File: src/rtl/aud_tx_pkg.sv
package aud_tx_pkg;

    localparam int WORD_W = 32;
    localparam int LEN_W  = 6;

    typedef enum logic [1:0] {
        SH_IDLE  = 2'd0,
        SH_ARMED = 2'd1,
        SH_SHIFT = 2'd2
    } sh_state_e;

    typedef enum logic {
        HB_EMPTY = 1'b0,
        HB_FULL  = 1'b1
    } hb_state_e;

    // Sample length in bits for a length code
    function automatic logic [LEN_W-1:0] len_of(input logic [2:0] code);
        logic [LEN_W-1:0] l;
        case (code)
            3'd0:    l = 6'd32;
            3'd1:    l = 6'd24;
            3'd2:    l = 6'd20;
            3'd3:    l = 6'd18;
            3'd4:    l = 6'd16;
            3'd5:    l = 6'd16;
            default: l = 6'd8;
        endcase
        return l;
    endfunction

    // Codes that pack two samples in one word
    function automatic logic is_packed(input logic [2:0] code);
        return (code == 3'd5) || (code == 3'd7);
    endfunction

endpackage

File: src/rtl/tx_hold_buf.sv
module tx_hold_buf
    import aud_tx_pkg::*;
#(
    parameter int W = WORD_W
) (
    input  logic         clk,
    input  logic         rst_n,
    input  logic         flush,
    input  logic         wr_valid,
    input  logic [W-1:0] wr_data,
    input  logic         take,
    output logic         wr_ready,
    output logic         full,
    output logic [W-1:0] hold_q
);

    hb_state_e st, st_n;

    // state register
    always_ff @(posedge clk or negedge rst_n) begin
        if (!rst_n) st <= HB_EMPTY;
        else        st <= st_n;
    end

    // next state
    always_comb begin
        st_n = st;
        unique case (st)
            HB_EMPTY: if (wr_valid) st_n = HB_FULL;
            HB_FULL:  if (take)     st_n = HB_EMPTY;
        endcase
        if (flush) st_n = HB_EMPTY;
    end

    // outputs
    always_comb begin
        wr_ready = !flush && (st == HB_EMPTY);
        full     = (st == HB_FULL);
    end

    always_ff @(posedge clk or negedge rst_n) begin
        if (!rst_n)                   hold_q <= '0;
        else if (flush)               hold_q <= '0;
        else if (wr_valid && wr_ready) hold_q <= wr_data;
    end

    AST_ACCEPT_FILLS: assert property (@(posedge clk) disable iff (!rst_n)
        (wr_valid && wr_ready) |=> !wr_ready);

endmodule

File: src/rtl/tx_word_pick.sv
module tx_word_pick
    import aud_tx_pkg::*;
#(
    parameter int NCH = 8,
    localparam int CH_W = $clog2(NCH)
) (
    input  logic              clk,
    input  logic              rst_n,
    input  logic              flush,
    input  logic              slot_go,
    input  logic [CH_W-1:0]   slot_ch,
    input  logic [2:0]        len_code,
    input  logic              mono,
    input  logic              repeat_last,
    input  logic              hold_full,
    input  logic [WORD_W-1:0] hold_data,
    output logic              take,
    output logic [NCH-1:0]    ur_mask,
    output logic [WORD_W-1:0] sample
);

    logic [WORD_W-1:0] cur_q, cur_n;
    logic              pk, need, upper;
    logic [LEN_W-1:0]  len;
    logic [2*WORD_W-1:0] ext, shifted, lenmask, aligned;
    logic [CH_W-1:0]   odd_ch;

    always_comb begin
        pk     = is_packed(len_code);
        len    = len_of(len_code);
        need   = !slot_ch[0] || (!mono && !pk);
        take   = slot_go && need;
        odd_ch = {slot_ch[CH_W-1:1], 1'b1};

        cur_n = cur_q;
        if (take) begin
            if (hold_full)         cur_n = hold_data;
            else if (!repeat_last) cur_n = '0;
        end

        ur_mask = '0;
        if (take && !hold_full) begin
            ur_mask[slot_ch] = 1'b1;
            if (mono || pk) ur_mask[odd_ch] = 1'b1;
        end

        upper   = slot_ch[0] && pk && !mono;
        ext     = {{WORD_W{1'b0}}, cur_n};
        shifted = upper ? (ext >> len) : ext;
        lenmask = ({{(2*WORD_W-1){1'b0}}, 1'b1} << len) - 1'b1;
        aligned = (shifted & lenmask) << (7'(WORD_W) - 7'(len));
        sample  = aligned[WORD_W-1:0];
    end

    always_ff @(posedge clk or negedge rst_n) begin
        if (!rst_n)     cur_q <= '0;
        else if (flush) cur_q <= '0;
        else            cur_q <= cur_n;
    end

    AST_UR_NEEDS_EMPTY: assert property (@(posedge clk) disable iff (!rst_n)
        (|ur_mask) |-> (slot_go && !hold_full));

endmodule

File: src/rtl/tx_shifter.sv
module tx_shifter
    import aud_tx_pkg::*;
#(
    parameter int W = WORD_W
) (
    input  logic         clk,
    input  logic         rst_n,
    input  logic         flush,
    input  logic         bit_stb,
    input  logic         slot_first,
    input  logic [W-1:0] load_val,
    output logic         slot_go,
    output logic         sd_out
);

    sh_state_e st, st_n;
    logic [W-1:0] sh_q;

    // state register
    always_ff @(posedge clk or negedge rst_n) begin
        if (!rst_n) st <= SH_IDLE;
        else        st <= st_n;
    end

    // next state
    always_comb begin
        st_n = st;
        unique case (st)
            SH_IDLE:  st_n = SH_ARMED;
            SH_ARMED: if (bit_stb && slot_first) st_n = SH_SHIFT;
            SH_SHIFT: st_n = SH_SHIFT;
            default:  st_n = SH_IDLE;
        endcase
        if (flush) st_n = SH_IDLE;
    end

    // outputs
    always_comb begin
        slot_go = (st != SH_IDLE) && !flush && bit_stb && slot_first;
        sd_out  = sh_q[W-1];
    end

    always_ff @(posedge clk or negedge rst_n) begin
        if (!rst_n)                           sh_q <= '0;
        else if (flush)                       sh_q <= '0;
        else if (slot_go)                     sh_q <= load_val;
        else if (bit_stb && st == SH_SHIFT)   sh_q <= {sh_q[W-2:0], 1'b0};
    end

    AST_IDLE_LOW: assert property (@(posedge clk) disable iff (!rst_n)
        flush |=> !sd_out);

    AST_MSB_NEXT: assert property (@(posedge clk) disable iff (!rst_n)
        slot_go |=> (sd_out == $past(load_val[W-1])));

endmodule

File: src/rtl/tx_ur_flags.sv
module tx_ur_flags #(
    parameter int NCH = 8
) (
    input  logic           clk,
    input  logic           rst_n,
    input  logic           flush,
    input  logic [NCH-1:0] hw_mask,
    input  logic [NCH-1:0] sw_set,
    input  logic [NCH-1:0] sw_clr,
    input  logic           glb_set,
    input  logic           glb_clr,
    input  logic [1:0]     irq_en_set,
    input  logic [1:0]     irq_en_clr,
    input  logic           ready,
    output logic [NCH-1:0] ur_ch,
    output logic           ur_glb,
    output logic           irq
);

    logic [1:0] msk_q;

    always_ff @(posedge clk or negedge rst_n) begin
        if (!rst_n) begin
            msk_q  <= '0;
            ur_ch  <= '0;
            ur_glb <= 1'b0;
        end else begin
            msk_q <= (msk_q & ~irq_en_clr) | irq_en_set;
            if (flush) begin
                ur_ch  <= '0;
                ur_glb <= 1'b0;
            end else begin
                ur_ch  <= (ur_ch & ~sw_clr) | sw_set | hw_mask;
                ur_glb <= (ur_glb & ~glb_clr) | glb_set | (|hw_mask);
            end
        end
    end

    always_comb irq = (msk_q[0] && ready) || (msk_q[1] && ur_glb);

    AST_HW_STICKY: assert property (@(posedge clk) disable iff (!rst_n)
        ((|hw_mask) && !flush) |=> ur_glb);

    AST_CLR_ALL: assert property (@(posedge clk) disable iff (!rst_n)
        ((&sw_clr) && (sw_set == '0) && (hw_mask == '0)) |=> (ur_ch == '0));

    AST_IRQ_QUIET: assert property (@(posedge clk) disable iff (!rst_n)
        (!ready && !ur_glb) |-> !irq);

endmodule

File: src/rtl/aud_ser_tx.sv
module aud_ser_tx
    import aud_tx_pkg::*;
#(
    parameter int NCH = 8,
    localparam int CH_W = $clog2(NCH)
) (
    input  logic              clk,
    input  logic              rst_n,
    input  logic              tx_en,
    input  logic              soft_rst,
    input  logic [2:0]        len_code,
    input  logic              mono,
    input  logic              repeat_last,
    input  logic              bit_stb,
    input  logic              slot_first,
    input  logic [CH_W-1:0]   slot_ch,
    input  logic              wr_valid,
    input  logic [WORD_W-1:0] wr_data,
    output logic              wr_ready,
    input  logic [NCH-1:0]    ur_set,
    input  logic [NCH-1:0]    ur_clr,
    input  logic              ur_glb_set,
    input  logic              ur_glb_clr,
    input  logic [1:0]        irq_en_set,
    input  logic [1:0]        irq_en_clr,
    output logic              sd_out,
    output logic [NCH-1:0]    ur_ch,
    output logic              ur_glb,
    output logic              irq
);

    logic              flush;
    logic              slot_go, take, hold_full;
    logic [WORD_W-1:0] hold_data, sample;
    logic [NCH-1:0]    ur_mask;

    always_comb flush = soft_rst || !tx_en;

    tx_hold_buf #(.W(WORD_W)) u_hold (
        .clk(clk), .rst_n(rst_n), .flush(flush),
        .wr_valid(wr_valid), .wr_data(wr_data), .take(take),
        .wr_ready(wr_ready), .full(hold_full), .hold_q(hold_data)
    );

    tx_word_pick #(.NCH(NCH)) u_pick (
        .clk(clk), .rst_n(rst_n), .flush(flush),
        .slot_go(slot_go), .slot_ch(slot_ch), .len_code(len_code),
        .mono(mono), .repeat_last(repeat_last),
        .hold_full(hold_full), .hold_data(hold_data),
        .take(take), .ur_mask(ur_mask), .sample(sample)
    );

    tx_shifter #(.W(WORD_W)) u_shift (
        .clk(clk), .rst_n(rst_n), .flush(flush),
        .bit_stb(bit_stb), .slot_first(slot_first), .load_val(sample),
        .slot_go(slot_go), .sd_out(sd_out)
    );

    tx_ur_flags #(.NCH(NCH)) u_flags (
        .clk(clk), .rst_n(rst_n), .flush(flush),
        .hw_mask(ur_mask), .sw_set(ur_set), .sw_clr(ur_clr),
        .glb_set(ur_glb_set), .glb_clr(ur_glb_clr),
        .irq_en_set(irq_en_set), .irq_en_clr(irq_en_clr),
        .ready(wr_ready), .ur_ch(ur_ch), .ur_glb(ur_glb), .irq(irq)
    );

endmodule

File: config.mk
export PLATFORM = sky130hd
export DESIGN_NAME = aud_ser_tx
export DESIGN_NICKNAME = d
export VERILOG_FILES = /design/src/rtl/aud_tx_pkg.sv /design/src/rtl/tx_hold_buf.sv /design/src/rtl/tx_word_pick.sv /design/src/rtl/tx_shifter.sv /design/src/rtl/tx_ur_flags.sv /design/src/rtl/aud_ser_tx.sv
export SDC_FILE = /design/constraint.sdc
export NUM_CORES = 1
export LEC_CHECK = 0
export BUFFER_PORTS_ARGS = -buffer_cell sky130_fd_sc_hd__buf_4
export CORE_ASPECT_RATIO = 1.2
export CORE_MARGIN = 2
export CORE_UTILIZATION = 40
export DETAILED_ROUTE_END_ITERATION = 10
export PLACE_DENSITY = 0.6
export SETUP_SLACK_MARGIN = 0.3
export SLEW_MARGIN = 20
export SYNTH_ARGS = -nofsm -noshare
export SYNTH_HDL_FRONTEND = slang
export SYNTH_SLANG_ARGS = --single-unit
File: constraint.sdc
create_clock -name clk -period 3.8 [get_ports clk]
set_input_delay 0.38 -clock clk [delete_from_list [all_inputs] [get_ports clk]]
set_output_delay 0.38 -clock clk [all_outputs]
set_load 0.01 [all_outputs]
==> run_results.csv, run 1 <==
group,metric,value,unit
layout,regArea,2750,sq um
sta,slew_viol_final,0,
power,power_frac_seq,0.449,
cts,cts_htree_levels,3,
logic_synthesis,ys_seq_area_frac,0.389,
critical_path,cp_slowest_cell,"dfrtp_1",
cts,cts_buffers,9,
sta,holdWs,0.0431,ns
sta,setup_tns,0,ns
layout,nets,1045,
critical_path,cp_max_fo,12,
power,p_switching,847,uW
power,switching_share,0.315,
sta,tightest_slew,0.916,ns
floorplanning,pin_count,81,
critical_path,cpPeakStageDelay,0.39,ns
run,max_cap_viol_count,0,
critical_path,regToRegSetupSlack,0.40,ns
detailed_routing,drt-vias-per-instance,6.10,
global_route,grt_start_max_net_pins,65,
power,p_comb_frac,0.178,
global_route,grt-ovfl-total,0,
outcome,status,"complete, no violations",
sta,setup_viol,0,
floorplanning,die_area,18800,sq um
layout,drive_gt1_frac,0.205,
layout,multi_input_area,4080,sq um
power,ir_worst_vdd,0.200,mV
critical_path,crit_type,"reg -> reg",
layout,fin_util,0.492,
logic_synthesis,synth_cell_type_count,71,
power,p_clk_frac,0.373,
global_route,grt_pass1_vias,7139,
sta,finalHoldViolations,0,
global_route,antenna_found_initial,0,
layout,fill_cells,1767,
logic_synthesis,synth.top_cell.area_share,0.389,
layout,area_delta_synth_final,21.3,%
cts,cts_sinks,110,
floorplanning,die_h,150,microns
floorplanning,coreArea,17400,sq um
placement,dp_hpwl,20400,microns
global_route,grt_pass1_wl,41900,microns
logic_synthesis,synth_fp_nets,960,
detailed_routing,drtAntennaViolNets,0,
floorplanning,initial_core_util,0.406,
hold_path,hold_class,"in -> async",
power,leakagePower,3.65,nW
logic_synthesis,synthTopCellsByArea,"dfrtp_1 39%, nand2_1 6.9%, o21ai_0 6.0%, a21oi_1 4.8%, nor2_1 4.2%",
critical_path,cp-start-kind,"register",
sta,clock_skew,0.0136,ns
logic_synthesis,yosys_register_bits,110,
floorplanning,num_rows,53,
logic_synthesis,yosysWarnings,0,
logic_synthesis,synth_top_area_cell,"dfrtp_1",
sta,period_needed,3.40,ns
logic_synthesis,netlist_area,7070,sq um
detailed_routing,drt_wl_total,26800,microns
sta,slew_headroom,0.389,
cts,cts_root_buf,"clkbuf_16",
global_route,grt_usage,0.288,
logic_synthesis,ys_async_sr_fraction,1.00,
cts,clk_pin_slew_worst_paths,0.09,ns
logic_synthesis,synth_edf_count,0,
detailed_routing,dr.pass1.iters,5,
logic_synthesis,syn_inst,880,
critical_path,rr_worst_depth,12,
placement,io_buffers,80,
floorplanning,die_w,125,microns
logic_synthesis,postSynthAreaPerCell,8.04,sq um
detailed_routing,drtIter0Drc,685,
cts,cts_tree,"built",
cts,clockBufferDepth,2,
critical_path,reg2reg_from,"u_shift.st[0]$_DFFE_PN0P_",
critical_path,r2r_end,"u_shift.sh_q[29]$_DFFE_PN0P_",
placement,finalWeightedCongestion,1.00,
sta,period_share,0.896,
layout,insertedDiodeCount,0,
logic_synthesis,ys.flop_type,"dfrtp_1",
critical_path,required,4.03,ns
power,internal_power,1.84,mW
detailed_routing,drc,0,
power,p_per_area,314,nW/um^2
cts,clk_latency,0.37,ns
detailed_routing,drt-wirelength-per-cell,22.6,microns
critical_path,worstSetupEndpointType,"register",
sta,fmax,0.294,GHz
detailed_routing,vias,7260,
sta,rsz0062_at_grt,"yes",
critical_path,path_cells,"inv_1 -> ha_1 -> a2111o_1 -> buf_4 -> buf_4 -> o21ai_0 -> a31oi_1 -> o21ai_0 -> o21ai_2 -> a31oi_2 -> nor3_1 -> or3_1",
critical_path,startpoint,"u_shift.st[0]$_DFFE_PN0P_",
critical_path,cp.arrival,3.64,ns
[stage by stage]
step / area [sq um] / power, mW / cells / setup WS, ns
6_report: 8580 / 2.69 / 1190 / 0.397
5_1_grt: 8580 / 2.79 / 1190 / 0.261
4_1_cts: 8510 / 2.69 / 1188 / 0.318
3_5_place_dp: 8200 / 1.70 / 1172 / 0.00275
3_3_place_gp: 8200 / 1.70 / 1172 / 0.0416
2_1_floorplan: 7130 / 1.48 / 880 / 0.329
[cells in the mapped netlist, types with 8 or more instances]
master	count
and3_1	11
dfrtp_1	110
inv_1	21
o211ai_1	8
a22o_1	10
a21oi_1	68
clkbuf_1	57
nor2_1	79
a22oi_1	31
nand3_1	42
and2_1	9
nor3_1	21
nand2_1	130
mux2i_1	10
o31ai_1	9
a31oi_1	18
a221oi_1	15
o21ai_0	85
ha_1	11
[layout make-up]
cell class | instances | share of cell area
flip-flops and latches | 110 | 0.321
inverters | 21 | 0.00919
well taps | 220 | 0.0321
clock inverters | 7 | 0.0101
multi-input cells | 683 | 0.476
repair buffers | 140 | 0.125
clock buffers | 9 | 0.0263
[worst max-delay path by stage]
| stage | endpoint | slack [ns] | cells after the start |
|---|---|---|---|
| after detailed placement | u_shift.sh_q[31]$_DFFE_PN0P_ | 0.003 | 14 |
| after global routing | u_shift.sh_q[21]$_DFFE_PN0P_ | 0.26 | 15 |
| after CTS | u_shift.sh_q[21]$_DFFE_PN0P_ | 0.32 | 11 |
| after global placement | u_shift.sh_q[31]$_DFFE_PN0P_ | 0.04 | 14 |
| final | u_shift.sh_q[29]$_DFFE_PN0P_ | 0.40 | 12 |
| after floorplan | u_shift.sh_q[24]$_DFFE_PN0P_ | 0.33 | 18 |
[placed cells by master, fill, tap and decap left out, drive strengths merged, types with 8 or more instances in the layout]
cell type / n
o31ai: 9
and3: 11
buf: 140
a31oi: 20
o21ai: 90
a22oi: 31
o211ai: 8
a22o: 10
dfrtp: 110
nor2: 79
ha: 11
a21oi: 68
a221oi: 15
and2: 9
inv: 25
nor3: 21
nand3: 42
mux2i: 10
clkbuf: 9
nand2: 130
[worst max-delay path: cells and delay by family, from the launching register on]
kind / cells / cell delay (ns)
AND/OR/NAND/NOR: 2 / 0.48
AO/OA/AOI/OAI: 6 / 1.62
buffers and inverters: 3 / 0.45
flip-flops: 1 / 0.39
adder cells (fa/ha/maj): 1 / 0.30
[kinds of logic after synthesis]
group	share of synthesized area
compound gates	0.301
xor+xnor	0.00991
fa+ha+maj	0.0195
buf+inv	0.0501
flops	0.389
mux	0.0253
other cells	0.000530
simple gates	0.205
[flip-flops by register name, summed over array words and instances (netlist names)]
signal          flops
u_flags.ur_glb      1
u_hold.hold_q      32
u_flags.ur_ch       8
u_hold.full         1
u_pick.cur_q       32
u_shift.st          2
u_shift.sh_q       32
u_flags.msk_q       2
[layer usage]
metal | share of wire | GRT usage | up-vias
li1 | - | - | 3404
met4 | 0.049 | 0.148 | 0
met2 | 0.47 | 0.474 | 268
met5 | 0 | 0 | -
met1 | 0.43 | 0.380 | 3518
met3 | 0.042 | 0.0272 | 70
[timing repair]
item | in CTS | in global routing
pin swaps | 1 | 3
hold buffers | 0 | 0
endpoints found under the setup margin | 1 | 11
resized for setup | 0 | 11
endpoints found under the hold margin | 0 | 0
buffers inserted | 0 | 2
[power by group through the flow]
stage,combinational (mW),sequential [mW],clock (mW)
floorplan,0.257,1.23,0
global placement,0.465,1.23,0
detailed placement,0.465,1.23,0
CTS,0.466,1.21,1.02
global route,0.518,1.21,1.06
finish,0.479,1.21,1.00
Power figures use the tool's default switching activity.
==> inputs of run 2 (changes only) <==
- ABC_AREA: unset -> 1
- SLEW_MARGIN: 20 -> unset
==> run 2 against run 1 <==
Synthesized cell count grew 47%. Sequential share of layout area shrank 2.7 points. Highest routed layer unchanged. Critical path type unchanged. Synthesized area grew 16%. Maximum frequency grew 6.3%.
==> run_results.csv, run 2 <==
group,metric,value,unit
outcome,status,"complete, no violations",
global_route,grt_start_max_net_pins,58,
logic_synthesis,synth_fp_nets,1374,
global_route,grt_use_met3,0.0246,
logic_synthesis,yosys_register_bits,110,
cts,clockBufferDepth,2,
cts,cts_root_buf,"clkbuf_16",
cts,clk_latency,0.37,ns
power,ir_worst_vdd,0.194,mV
power,leakagePower,4.91,nW
cts,cts_sinks,110,
floorplanning,num_rows,57,
sta,fmax,0.312,GHz
detailed_routing,drt_wl_total,28200,microns
critical_path,rr_worst_depth,20,
global_route,grt_usage,0.264,
cts,cts_htree_levels,3,
sta,worst_slack,0.598,ns
sta,tightest_slew,0.738,ns
hold_path,hold_class,"in -> async",
sta,clock_skew,0.00876,ns
layout,top_regs,"u_hold.hold_q (32), u_pick.cur_q (32), u_shift.sh_q (32)",
floorplanning,die_w,135,microns
floorplanning,initial_core_util,0.407,
detailed_routing,drt-wirelength-per-cell,17.5,microns
layout,final_cell_mix,"421 x nand2_1, 296 x nand3_1, 110 x dfrtp_1",
placement,finalWeightedCongestion,0.991,
critical_path,r2r_end,"u_shift.sh_q[26]$_DFFE_PN0P_",
logic_synthesis,netlist_area,8210,sq um
cts,cts_tree,"built",
global_route,grt_pass1_wl,45300,microns
sta,period_share,0.843,
cts,clk_pin_slew_worst_paths,0.08,ns
detailed_routing,drtAntennaViolNets,0,
layout,area_delta_synth_final,14.0,%
logic_synthesis,synth_top_area_cell,"dfrtp_1",
layout,drive_gt1_frac,0.122,
logic_synthesis,postSynthAreaPerCell,6.35,sq um
detailed_routing,drc,0,
critical_path,cp.arrival,3.47,ns
cts,holdBufCountCts,0,
logic_synthesis,synthTopCellsByArea,"dfrtp_1 34%, nand2_1 19%, nand3_1 18%, inv_1 4.7%, o21ai_0 3.4%",
sta,slew_headroom,0.508,
logic_synthesis,yosysWarnings,0,
sta,period_needed,3.20,ns
layout,insertedDiodeCount,0,
detailed_routing,vias,8848,
floorplanning,die_area,21700,sq um
sta,finalHoldViolations,0,
global_route,use_met1,0.342,
logic_synthesis,ys_async_sr_fraction,1.00,
logic_synthesis,synth_edf_count,0,
cts,cts_buffers,9,
sta,setup_tns,0,ns
logic_synthesis,ys.flop_type,"dfrtp_1",
placement,dp_slack,0.445,ns
detailed_routing,drtIter0Drc,681,
logic_synthesis,syn_inst,1294,
global_route,grt-ovfl-total,0,
floorplanning,die_h,161,microns
critical_path,required,4.07,ns
critical_path,crit_type,"reg -> reg",
placement,io_buffers,80,
layout,nets,1425,
global_route,grt_pass1_vias,8549,
global_route,top_usage_layer,"met2",
sta,setup_viol,0,
placement,dp_hpwl,21800,microns
logic_synthesis,synth.top_cell.area_share,0.335,
global_route,antenna_found_initial,0,
run,max_cap_viol_count,0,
sta,rsz0062_at_grt,"no",
detailed_routing,dr.pass1.iters,5,
critical_path,reg2reg_from,"u_shift.st[0]$_DFFE_PN0P_",
logic_synthesis,synthTopCellsByCount,"421 x nand2_1, 296 x nand3_1, 110 x dfrtp_1",
detailed_routing,drt-vias-per-instance,5.48,
layout,layout_commonest_cell,"nand2_1",
logic_synthesis,yosysMostFrequentCell,"nand2_1",
global_route,use_met2,0.453,
power,power,2.75,mW
critical_path,cp-start-kind,"register",
critical_path,regToRegSetupSlack,0.60,ns
sta,slew_viol_final,0,
logic_synthesis,synth_cell_type_count,45,
floorplanning,pin_count,81,
power,p_per_area,294,nW/um^2
critical_path,worstSetupEndpointType,"register",
critical_path,cp_max_fo,16,
logic_synthesis,ys_seq_area_frac,0.335,
floorplanning,coreArea,20200,sq um
-- run 2: changes by cell type after synthesis, sizes merged, moves of 18 or more --
cell	delta
clkbuf	-25
nand3	+258
nand2	+300
buf	+28
o21ai	-27
a22oi	-26
inv	+92
a31oi	-18
nand4	+18
-- run 2: how the worst max path moves through the flow --
stage,end,slack (ns),start,cells past startpoint
2_1_floorplan,u_shift.sh_q[28]$_DFFE_PN0P_,0.43,len_code[2],23
3_3_place_gp,u_shift.sh_q[29]$_DFFE_PN0P_,0.46,len_code[2],23
3_5_place_dp,u_shift.sh_q[29]$_DFFE_PN0P_,0.45,len_code[2],20
4_1_cts,u_shift.sh_q[26]$_DFFE_PN0P_,0.53,u_shift.st[0]$_DFFE_PN0P_,20
5_1_grt,u_shift.sh_q[18]$_DFFE_PN0P_,0.33,u_shift.st[0]$_DFFE_PN0P_,22
6_report,u_shift.sh_q[26]$_DFFE_PN0P_,0.60,u_shift.st[0]$_DFFE_PN0P_,20
-- run 2: final cells by class --
| type | instances | area, sq um |
|---|---|---|
| Timing Repair Buffer | 109 | 843 |
| Fill cell | 2157 | 10800 |
| Inverter | 115 | 432 |
| Tap cell | 265 | 332 |
| Multi-Input combinational cell | 1000 | 4710 |
| Sequential cell | 110 | 2750 |
| Clock inverter | 6 | 62.6 |
| Clock buffer | 9 | 225 |
-- run 2: kinds of logic (layout without fill, tap and decap cells) --
logic type,count (synthesis),count (layout),share of synthesized area
xor gates and xnor gates,1,1,0.00107
and+or+nand+nor,837,837,0.449
other,1,1,0.000457
AOI/OAI and AO/OA,150,150,0.105
buffers and inverters,184,239,0.0919
DFF,110,110,0.335
adders and majority gates,11,11,0.0168
-- run 2: where the power goes --
group	internal [mW]	switching (mW)	total, mW	leakage (nW)
logic	0.183	0.398	0.581	3.25
clock network	0.462	0.503	0.965	0.142
registers	1.19	0.0111	1.20	1.52
-- run 2: per-stage QoR --
| stage | instance area [sq um] | hold slack (ns) | utilization | cells |
|---|---|---|---|---|
| floorplan | 8210 | 0.0844 | - | 1294 |
| global placement | 9070 | 0.463 | 0.449 | 1599 |
| detailed placement | 9070 | 0.467 | 0.449 | 1599 |
| CTS | 9360 | 0.0966 | 0.464 | 1614 |
| global route | 9360 | 0.143 | 0.464 | 1614 |
| finish | 9360 | 0.0711 | 0.464 | 1614 |
-- run 2: timing repair --
item,4_1_cts,5_1_grt
buffers inserted,0,0
setup endpoints to repair,0,4
resized for setup,0,1
-- run 2: layer usage --
metal	wire length, microns	vias to the layer above
li1	-	4395
met1	12300	4145
met2	13800	260
met5	0	-
met4	853	0
met3	1300	48
-- run 2: critical path, cell delays in order, from the launching register on --
cell	delay, ns
dfrtp_1	0.35
inv_1	0.09
ha_1	0.21
inv_2	0.05
nand3_1	0.11
nor2_4	0.16
nand2_4	0.16
inv_2	0.26
nand2_1	0.15
nand3_1	0.14
nand3_1	0.08
o21ai_0	0.31
nand3_1	0.23
nand3_1	0.14
nand3_1	0.10
nand3_1	0.13
nand3_1	0.16
nand2_1	0.11
nand2_1	0.05
nand2_1	0.05
nand2_1	0.05
